**src/rtl/sdwr_seq_pkg.sv**
```systemverilog
package sdwr_seq_pkg;

  typedef enum logic [2:0] {
    RA_LEN  = 3'd0,
    RA_ARG  = 3'd1,
    RA_TMO  = 3'd2,
    RA_CMD  = 3'd3,
    RA_DCTL = 3'd4,
    RA_CLR  = 3'd5
  } reg_addr_e;

  localparam int STAT_W  = 12;
  localparam int ST_TMO  = 3;
  localparam int ST_REND = 6;
  localparam int ST_BEND = 10;
  localparam int ST_REJ  = 11;

  localparam int CW_W     = 8;
  localparam int CW_WAITR = 6;
  localparam int CW_GO    = 7;

  localparam int DC_W     = 8;
  localparam int DC_EN    = 0;
  localparam int DC_DIR   = 1;
  localparam int DC_MODE  = 2;
  localparam int DC_DMA   = 3;
  localparam int DC_SZ_LO = 4;
  localparam int SZ_W     = 4;

endpackage

```
**src/rtl/sdwr_regs.sv**
```systemverilog
module sdwr_regs
  import sdwr_seq_pkg::*;
#(
  parameter int DATA_W = 32,
  parameter int LEN_W  = 16,
  parameter int TMO_W  = 16
) (
  input  logic              clk,
  input  logic              rst_n,
  input  logic              we,
  input  logic [2:0]        addr,
  input  logic [DATA_W-1:0] wdata,
  input  logic              set_rend,
  input  logic              set_bend,
  input  logic              set_tmo,
  input  logic              set_rej,
  output logic [LEN_W-1:0]  len_q,
  output logic [DATA_W-1:0] arg_q,
  output logic [TMO_W-1:0]  tmo_q,
  output logic [STAT_W-1:0] status_q
);

  logic              len_en, arg_en, tmo_en, clr_we;
  logic [STAT_W-1:0] clr_mask, set_mask, keep, status_d;

  always_comb begin
    len_en   = we && (addr == RA_LEN);
    arg_en   = we && (addr == RA_ARG);
    tmo_en   = we && (addr == RA_TMO);
    clr_we   = we && (addr == RA_CLR);
    clr_mask = clr_we ? wdata[STAT_W-1:0] : '0;
    set_mask = '0;
    set_mask[ST_REND] = set_rend;
    set_mask[ST_BEND] = set_bend;
    set_mask[ST_TMO]  = set_tmo;
    set_mask[ST_REJ]  = set_rej;
    keep     = status_q & ~clr_mask;
    status_d = keep | set_mask;
  end

  always_ff @(posedge clk or negedge rst_n) begin
    if (!rst_n) begin
      len_q    <= '0;
      arg_q    <= '0;
      tmo_q    <= '0;
      status_q <= '0;
    end else begin
      if (len_en) len_q <= wdata[LEN_W-1:0];
      if (arg_en) arg_q <= wdata;
      if (tmo_en) tmo_q <= wdata[TMO_W-1:0];
      status_q <= status_d;
    end
  end

  // a set flag not named by a clear stays set
  p_sticky_r11: assert property (@(posedge clk) disable iff (!rst_n)
    (|keep) |=> ((status_q & $past(keep)) == $past(keep)));

  // a clear with no competing set event leaves the written bits low
  p_clear_r10: assert property (@(posedge clk) disable iff (!rst_n)
    (clr_we && (set_mask == '0)) |=> ((status_q & $past(clr_mask)) == '0));

endmodule

```
**src/rtl/sdwr_cmd.sv**
```systemverilog
module sdwr_cmd
  import sdwr_seq_pkg::*;
#(
  parameter int DATA_W = 32,
  parameter int IDX_W  = 6
) (
  input  logic              clk,
  input  logic              rst_n,
  input  logic              cmd_we,
  input  logic [CW_W-1:0]   cmd_word,
  input  logic [DATA_W-1:0] arg_in,
  input  logic              dat_busy,
  input  logic              resp_end,
  output logic              cmd_valid_q,
  output logic [IDX_W-1:0]  cmd_index_q,
  output logic [DATA_W-1:0] cmd_arg_q,
  output logic              rend_evt
);

  logic launch, valid_d;

  always_comb begin
    launch   = cmd_we && cmd_word[CW_GO] && cmd_word[CW_WAITR]
               && !cmd_valid_q && !dat_busy;
    rend_evt = cmd_valid_q && resp_end;
    if (launch)        valid_d = 1'b1;
    else if (rend_evt) valid_d = 1'b0;
    else               valid_d = cmd_valid_q;
  end

  always_ff @(posedge clk or negedge rst_n) begin
    if (!rst_n) begin
      cmd_valid_q <= 1'b0;
      cmd_index_q <= '0;
      cmd_arg_q   <= '0;
    end else begin
      cmd_valid_q <= valid_d;
      if (launch) begin
        cmd_index_q <= cmd_word[IDX_W-1:0];
        cmd_arg_q   <= arg_in;
      end
    end
  end

  // a presented command holds still until its response ends
  p_cmd_hold_r2: assert property (@(posedge clk) disable iff (!rst_n)
    (cmd_valid_q && !resp_end) |=>
      (cmd_valid_q && $stable(cmd_index_q) && $stable(cmd_arg_q)));

  // a command appears only after a word with both launch flags
  p_cmd_flags_r3: assert property (@(posedge clk) disable iff (!rst_n)
    $rose(cmd_valid_q) |->
      $past(cmd_we && cmd_word[CW_GO] && cmd_word[CW_WAITR]));

endmodule

```
**src/rtl/sdwr_dat.sv**
```systemverilog
module sdwr_dat
  import sdwr_seq_pkg::*;
#(
  parameter int DATA_W = 32,
  parameter int LEN_W  = 16,
  parameter int TMO_W  = 16
) (
  input  logic              clk,
  input  logic              rst_n,
  input  logic              dctl_we,
  input  logic [DC_W-1:0]   dctl_word,
  input  logic [LEN_W-1:0]  len_in,
  input  logic [TMO_W-1:0]  tmo_in,
  input  logic              rend_flag,
  input  logic              src_valid,
  input  logic [DATA_W-1:0] src_data,
  input  logic              dat_ready,
  output logic              busy_q,
  output logic              src_ready,
  output logic              dat_valid,
  output logic [DATA_W-1:0] dat_word,
  output logic              done_evt,
  output logic              tmo_evt,
  output logic              rej_evt
);

  localparam int LANE_LOG = $clog2(DATA_W / 8);
  localparam int WCNT_W   = LEN_W - LANE_LOG;

  logic [SZ_W-1:0]   sz_code;
  logic [LEN_W-1:0]  blk_mask;
  logic              arm, bad, start, xfer;
  logic              busy_d;
  logic [WCNT_W-1:0] wcnt_q, wcnt_d;
  logic [TMO_W-1:0]  tcnt_q, tcnt_d;

  always_comb begin
    sz_code  = dctl_word[DC_SZ_LO +: SZ_W];
    blk_mask = ~({LEN_W{1'b1}} << sz_code);
    arm      = dctl_we && dctl_word[DC_EN] && rend_flag && !busy_q;
    bad      = dctl_word[DC_DIR] || dctl_word[DC_MODE] || !dctl_word[DC_DMA]
               || (sz_code < SZ_W'(LANE_LOG)) || (len_in == '0)
               || (|(len_in & blk_mask)) || (tmo_in == '0);
    start    = arm && !bad;
    rej_evt  = arm && bad;

    src_ready = busy_q && dat_ready;
    dat_valid = busy_q && src_valid;
    dat_word  = src_data;

    xfer     = busy_q && src_valid && dat_ready;
    done_evt = xfer && (wcnt_q == WCNT_W'(1));
    tmo_evt  = busy_q && !done_evt && (tcnt_q == TMO_W'(1));

    if (start)                    busy_d = 1'b1;
    else if (done_evt || tmo_evt) busy_d = 1'b0;
    else                          busy_d = busy_q;

    if (start)     wcnt_d = len_in[LEN_W-1:LANE_LOG];
    else if (xfer) wcnt_d = wcnt_q - WCNT_W'(1);
    else           wcnt_d = wcnt_q;

    if (start)       tcnt_d = tmo_in;
    else if (busy_q) tcnt_d = tcnt_q - TMO_W'(1);
    else             tcnt_d = tcnt_q;
  end

  always_ff @(posedge clk or negedge rst_n) begin
    if (!rst_n) begin
      busy_q <= 1'b0;
      wcnt_q <= '0;
      tcnt_q <= '0;
    end else begin
      busy_q <= busy_d;
      wcnt_q <= wcnt_d;
      tcnt_q <= tcnt_d;
    end
  end

  // an open window always has words left to move
  p_words_left_r7: assert property (@(posedge clk) disable iff (!rst_n)
    busy_q |-> (wcnt_q != '0));

  // a timeout closes the window
  p_tmo_close_r9: assert property (@(posedge clk) disable iff (!rst_n)
    tmo_evt |=> !busy_q);

  // a rejected setup leaves the window closed
  p_rej_idle_r8: assert property (@(posedge clk) disable iff (!rst_n)
    rej_evt |=> !busy_q);

endmodule

```
**src/rtl/sdwr_seq.sv**
```systemverilog
module sdwr_seq
  import sdwr_seq_pkg::*;
#(
  parameter int DATA_W = 32,
  parameter int LEN_W  = 16,
  parameter int TMO_W  = 16,
  parameter int IDX_W  = 6
) (
  input  logic              clk,
  input  logic              rst_n,
  input  logic              reg_we,
  input  logic [2:0]        reg_addr,
  input  logic [DATA_W-1:0] reg_wdata,
  output logic [STAT_W-1:0] status,
  output logic              cmd_valid,
  output logic [IDX_W-1:0]  cmd_index,
  output logic [DATA_W-1:0] cmd_arg,
  input  logic              cmd_resp_end,
  input  logic              src_valid,
  input  logic [DATA_W-1:0] src_data,
  output logic              src_ready,
  output logic              dat_valid,
  output logic [DATA_W-1:0] dat_word,
  input  logic              dat_ready,
  output logic              dat_busy
);

  logic [1:0]        rst_sync_q;
  logic              rst_n_i;
  logic              cmd_we, dctl_we;
  logic              rend_evt, done_evt, tmo_evt, rej_evt;
  logic [LEN_W-1:0]  len_q;
  logic [DATA_W-1:0] arg_q;
  logic [TMO_W-1:0]  tmo_q;

  always_ff @(posedge clk or negedge rst_n) begin
    if (!rst_n) rst_sync_q <= 2'b00;
    else        rst_sync_q <= {rst_sync_q[0], 1'b1};
  end

  always_comb begin
    rst_n_i = rst_sync_q[1];
    cmd_we  = reg_we && (reg_addr == RA_CMD);
    dctl_we = reg_we && (reg_addr == RA_DCTL);
  end

  sdwr_regs #(.DATA_W(DATA_W), .LEN_W(LEN_W), .TMO_W(TMO_W)) regs_i (
    .clk      (clk),
    .rst_n    (rst_n_i),
    .we       (reg_we),
    .addr     (reg_addr),
    .wdata    (reg_wdata),
    .set_rend (rend_evt),
    .set_bend (done_evt),
    .set_tmo  (tmo_evt),
    .set_rej  (rej_evt),
    .len_q    (len_q),
    .arg_q    (arg_q),
    .tmo_q    (tmo_q),
    .status_q (status)
  );

  sdwr_cmd #(.DATA_W(DATA_W), .IDX_W(IDX_W)) cmd_i (
    .clk         (clk),
    .rst_n       (rst_n_i),
    .cmd_we      (cmd_we),
    .cmd_word    (reg_wdata[CW_W-1:0]),
    .arg_in      (arg_q),
    .dat_busy    (dat_busy),
    .resp_end    (cmd_resp_end),
    .cmd_valid_q (cmd_valid),
    .cmd_index_q (cmd_index),
    .cmd_arg_q   (cmd_arg),
    .rend_evt    (rend_evt)
  );

  sdwr_dat #(.DATA_W(DATA_W), .LEN_W(LEN_W), .TMO_W(TMO_W)) dat_i (
    .clk       (clk),
    .rst_n     (rst_n_i),
    .dctl_we   (dctl_we),
    .dctl_word (reg_wdata[DC_W-1:0]),
    .len_in    (len_q),
    .tmo_in    (tmo_q),
    .rend_flag (status[ST_REND]),
    .src_valid (src_valid),
    .src_data  (src_data),
    .dat_ready (dat_ready),
    .busy_q    (dat_busy),
    .src_ready (src_ready),
    .dat_valid (dat_valid),
    .dat_word  (dat_word),
    .done_evt  (done_evt),
    .tmo_evt   (tmo_evt),
    .rej_evt   (rej_evt)
  );

  // a response end retires the command and raises its flag
  p_rend_flag_r4: assert property (@(posedge clk) disable iff (!rst_n_i)
    (cmd_valid && cmd_resp_end) |=> (status[ST_REND] && !cmd_valid));

  // the data window never opens without the response-end flag
  p_gate_r5: assert property (@(posedge clk) disable iff (!rst_n_i)
    $rose(dat_busy) |-> status[ST_REND]);

  // a closing window leaves a block-end or timeout flag behind
  p_close_flag_r7: assert property (@(posedge clk) disable iff (!rst_n_i)
    $fell(dat_busy) |-> (status[ST_BEND] || status[ST_TMO]));

endmodule

```
**config.mk**
```make
export PLATFORM = sky130hd
export DESIGN_NAME = sdwr_seq
export DESIGN_NICKNAME = d
export VERILOG_FILES = /design/src/rtl/sdwr_seq_pkg.sv /design/src/rtl/sdwr_regs.sv /design/src/rtl/sdwr_cmd.sv /design/src/rtl/sdwr_dat.sv /design/src/rtl/sdwr_seq.sv
export SDC_FILE = /design/constraint.sdc
export NUM_CORES = 1
export LEC_CHECK = 0
export ABC_AREA = 1
export BUFFER_PORTS_ARGS = -buffer_cell sky130_fd_sc_hd__buf_2
export CORE_MARGIN = 1
export CORE_UTILIZATION = 45
export CTS_CLUSTER_SIZE = 12
export DETAILED_ROUTE_END_ITERATION = 8
export PLACE_DENSITY = 0.71
export SLEW_MARGIN = 0
export SYNTH_ARGS = -nofsm -noshare
export SYNTH_HDL_FRONTEND = slang
export SYNTH_SLANG_ARGS = --single-unit
```
**constraint.sdc**
```tcl
create_clock -name clk -period 4.95 [get_ports clk]
set_input_delay 0.99 -clock clk [delete_from_list [all_inputs] [get_ports clk]]
set_output_delay 0.99 -clock clk [all_outputs]
set_load 0.03 [all_outputs]
```
==> impl_metrics.ini <==
[final_layout]
final_layout_size_suffix_gt1_share_pct = 16.6
finalNetCount = 950
design_area_sq_mm = 0.00794
areaGrowthSynthToFinish_pct = 12.6
count_of_antenna_diodes_in_the_layout = 0

[drt]
ant_nets = 0
drt-pass1-iter-count = 4
vias_per_cell = 5.10
drt-initial-drc-count = 503
remaining_drc_errors = 0
wire_per_inst_um = 14.4
drt_wl_total_mm = 15.8
num_vias = 5593

[clock_tree]
cts.repair.resized = 0
post_cts_setup_buffers = 0
cts_inserted_buffers = 17
clock_sinks = 148
cts_root_buffer = sky130_fd_sc_hd__clkbuf_16
tritoncts_clock_tree = done
htreeDepth = 4
clk_pin_slew_worst_paths_ns = 0.07
clock_latency_ns = 0.43
max-clock-path-buffers = 2
hold_buffers_post_cts = 0

[sta]
hold_viol = 0
layout_worst_path_cycle_share_pct = 58.0
clock_skew_ns = 0.00726
postLayoutSetupSlackWorst_ns = 2.08
maxSlewViolCount = 0
finalSetupViolations = 0
max_slew_margin_pct = 29.4
fin_tns_setup_ns = 0
maxClockFrequency_mhz = 348
unrepaired_setup_endpoints_after_global_routing = no
min_period_ns = 2.87
worst_slew_pin_tran_ns = 1.06

[synth]
post_synth_most_frequent_cells = sky130_fd_sc_hd__nand2_1, sky130_fd_sc_hd__dfrtp_1, sky130_fd_sc_hd__o21ai_0
syn_inst = 830
most_instantiated_library_cell_after_synthesis = sky130_fd_sc_hd__nand2_1
synth.net_count = 907
netlist.top_cell.by_area = sky130_fd_sc_hd__dfrtp_1
async_flop_share_pct = 100
syn_avg_cell_area_sq_um = 8.49
synth_cell_types = 32
postSynthRegisterBits = 148
synthTopCellsByArea = sky130_fd_sc_hd__dfrtp_1, sky130_fd_sc_hd__nand2_1, sky130_fd_sc_hd__o21ai_0
synth_top_cell_area_share_pct = 52.5
yosys_warnings = 0
count_of_flip_flops_with_a_built_in_enable_after_synthesis = 0
synth-seq-area-share_pct = 52.5
synth_area_sq_mm = 0.00705
synthFlopType = sky130_fd_sc_hd__dfrtp_1

[setup_path]
worst_path_largest_cell_delay_ns = 0.93
critical_path.top_delay_family = simple AND/OR/NAND/NOR gates
worst_ep_arrival_time_ns = 3.18
cell_chain_of_the_critical_path = inv_1 > nand4_4 > o21ai_1
critPathKind = reg -> reg
critical_path_buf_inv_count = 1
critical_path.slowest_cell = sky130_fd_sc_hd__nand4_4
required_ns = 5.26
end_kind = register
startpoint_type = register
worstPathMaxFanout = 77

[power_and_ir_drop]
cellLeakagePower_uw = 0.00407
swShare_pct = 33.9
vdd_ir_drop_max_v = 0.000241
p_switching_uw = 1280
clock_power_share_pct = 35.2
pwr-share-seq_pct = 43.5
intPower_uw = 2500
pwr_density_cell_mw_per_mm2 = 477
logic_gate_share_of_total_power_pct = 21.3

[place]
gp_congestion = 0.876
pre_cts_ws_ns = 1.81
portBuffers = 94
detailedPlacementHpwl_mm = 10.6
placement.cell_area_sq_mm = 0.00733

[grt]
wire_length_of_the_first_global_routing_pass_mm = 26.3
grt_usage_pct = 20.9
grt_antenna_before_repair = 0
grt_overflow = 0
first_global_vias = 5196
grt_max_degree = 78

[floorplanning]
start_util_pct = 46.2
design.core.area_sq_mm = 0.0153
floorplan.die.width_um = 127
ios = 159
floorplan.rows = 45
die_h_um = 127
die-area_sq_mm = 0.0162

[job]
max_cap_violations = 0

[outcome]
result_of_the_run = finished, final reports clean

[hold_path]
hold_class = in -> async
==> stage by stage <==
step | hold slack, ns | instances | utilization (%) | total power, uW
global placement | 0.332 | 1065 | 48.0 | 2450
floorplan | 0.331 | 830 | - | 2300
CTS | 0.324 | 1097 | 52.0 | 3800
finish | 0.338 | 1097 | 52.0 | 3780
detailed placement | 0.352 | 1065 | 48.0 | 2470
global route | 0.324 | 1097 | 52.0 | 4000
==> routing by layer <==
| metal | track usage (%) | wire length, um |
|---|---|---|
| met5 | 0 | 0 |
| met2 | 31.4 | 7070 |
| met4 | 7.91 | 291 |
| met1 | 29.4 | 7340 |
| met3 | 5.36 | 1050 |
==> cells in the final DEF (no fill, tap or decap), types with 10 or more instances in the layout <==
cell type,n
sky130_fd_sc_hd__nand2_1,172
sky130_fd_sc_hd__dfrtp_1,147
sky130_fd_sc_hd__buf_2,94
sky130_fd_sc_hd__xor2_1,10
sky130_fd_sc_hd__nand3_1,72
sky130_fd_sc_hd__nor2_1,66
sky130_fd_sc_hd__o21ai_1,33
sky130_fd_sc_hd__clkbuf_16,17
sky130_fd_sc_hd__nand4_1,35
sky130_fd_sc_hd__a21oi_1,23
sky130_fd_sc_hd__o21ai_0,79
sky130_fd_sc_hd__inv_1,77
==> state kept, by name (all words and copies together) (netlist names) <==
| register | cells |
|---|---|
| cmd_i.cmd_arg_q | 32 |
| cmd_i.cmd_index_q | 6 |
| cmd_i.cmd_valid_q | 1 |
| dat_i.busy_q | 1 |
| dat_i.tcnt_q | 16 |
| dat_i.wcnt_q | 14 |
| regs_i.arg_q | 32 |
| regs_i.len_q | 16 |
| regs_i.status_q | 12 |
| regs_i.tmo_q | 16 |
| rst_sync_q | 2 |
==> worst reg2reg max path, cell delays in order, from the launching register on <==
cell	delay (ns)
sky130_fd_sc_hd__dfrtp_1	0.63
sky130_fd_sc_hd__inv_1	0.69
sky130_fd_sc_hd__nand4_4	0.93
sky130_fd_sc_hd__o21ai_1	0.51
==> kinds of logic (layout without fill, tap and decap cells) <==
family | count (synthesis) | in the layout | share of synthesized area [%]
AND/OR/NAND/NOR | 368 | 368 | 23.2
buffers and inverters | 154 | 210 | 11.3
flip-flops | 148 | 148 | 52.5
AO/OA/AOI/OAI | 137 | 137 | 9.92
XOR/XNOR | 18 | 18 | 2.24
adder cells (fa/ha/maj) | 4 | 4 | 0.710
other | 1 | 1 | 0.0532
==> power by group through the flow <==
stage / clock network [uW] / logic (uW) / registers [uW]
6_report: 1330 / 807 / 1650
3_3_place_gp: 0 / 786 / 1660
4_1_cts: 1350 / 813 / 1640
2_1_floorplan: 0 / 537 / 1760
5_1_grt: 1400 / 916 / 1680
3_5_place_dp: 0 / 808 / 1660
==> area by class of cell <==
cell class	count	area, sq um
fillers	1431	7320
flip-flops and latches	148	3710
multi-input cells	528	2560
repair buffers	97	493
clock buffers	17	425
inverters	81	304
well taps	211	264
clock inverters	15	185
==> worst paths after layout <==
kind                            cells past startpoint  slack, ns                startpoint                              end
worst min register to register                      0       0.36   rst_sync_q[0]$_DFF_PN0_          rst_sync_q[1]$_DFF_PN0_
worst max-delay path                                3       2.08  dat_i.busy_q$_DFFE_PN0P_  cmd_i.cmd_arg_q[11]$_DFFE_PN0P_
max in group asynchronous                           1       3.42   rst_sync_q[1]$_DFF_PN0_     regs_i.arg_q[17]$_DFFE_PN0P_
worst max register to register                      3       2.08  dat_i.busy_q$_DFFE_PN0P_  cmd_i.cmd_arg_q[11]$_DFFE_PN0P_
min in group clk                                    0       0.36   rst_sync_q[0]$_DFF_PN0_          rst_sync_q[1]$_DFF_PN0_
worst min-delay path                                1       0.34                     rst_n          rst_sync_q[0]$_DFF_PN0_
No activity file was read; power rests on OpenSTA's default activity.
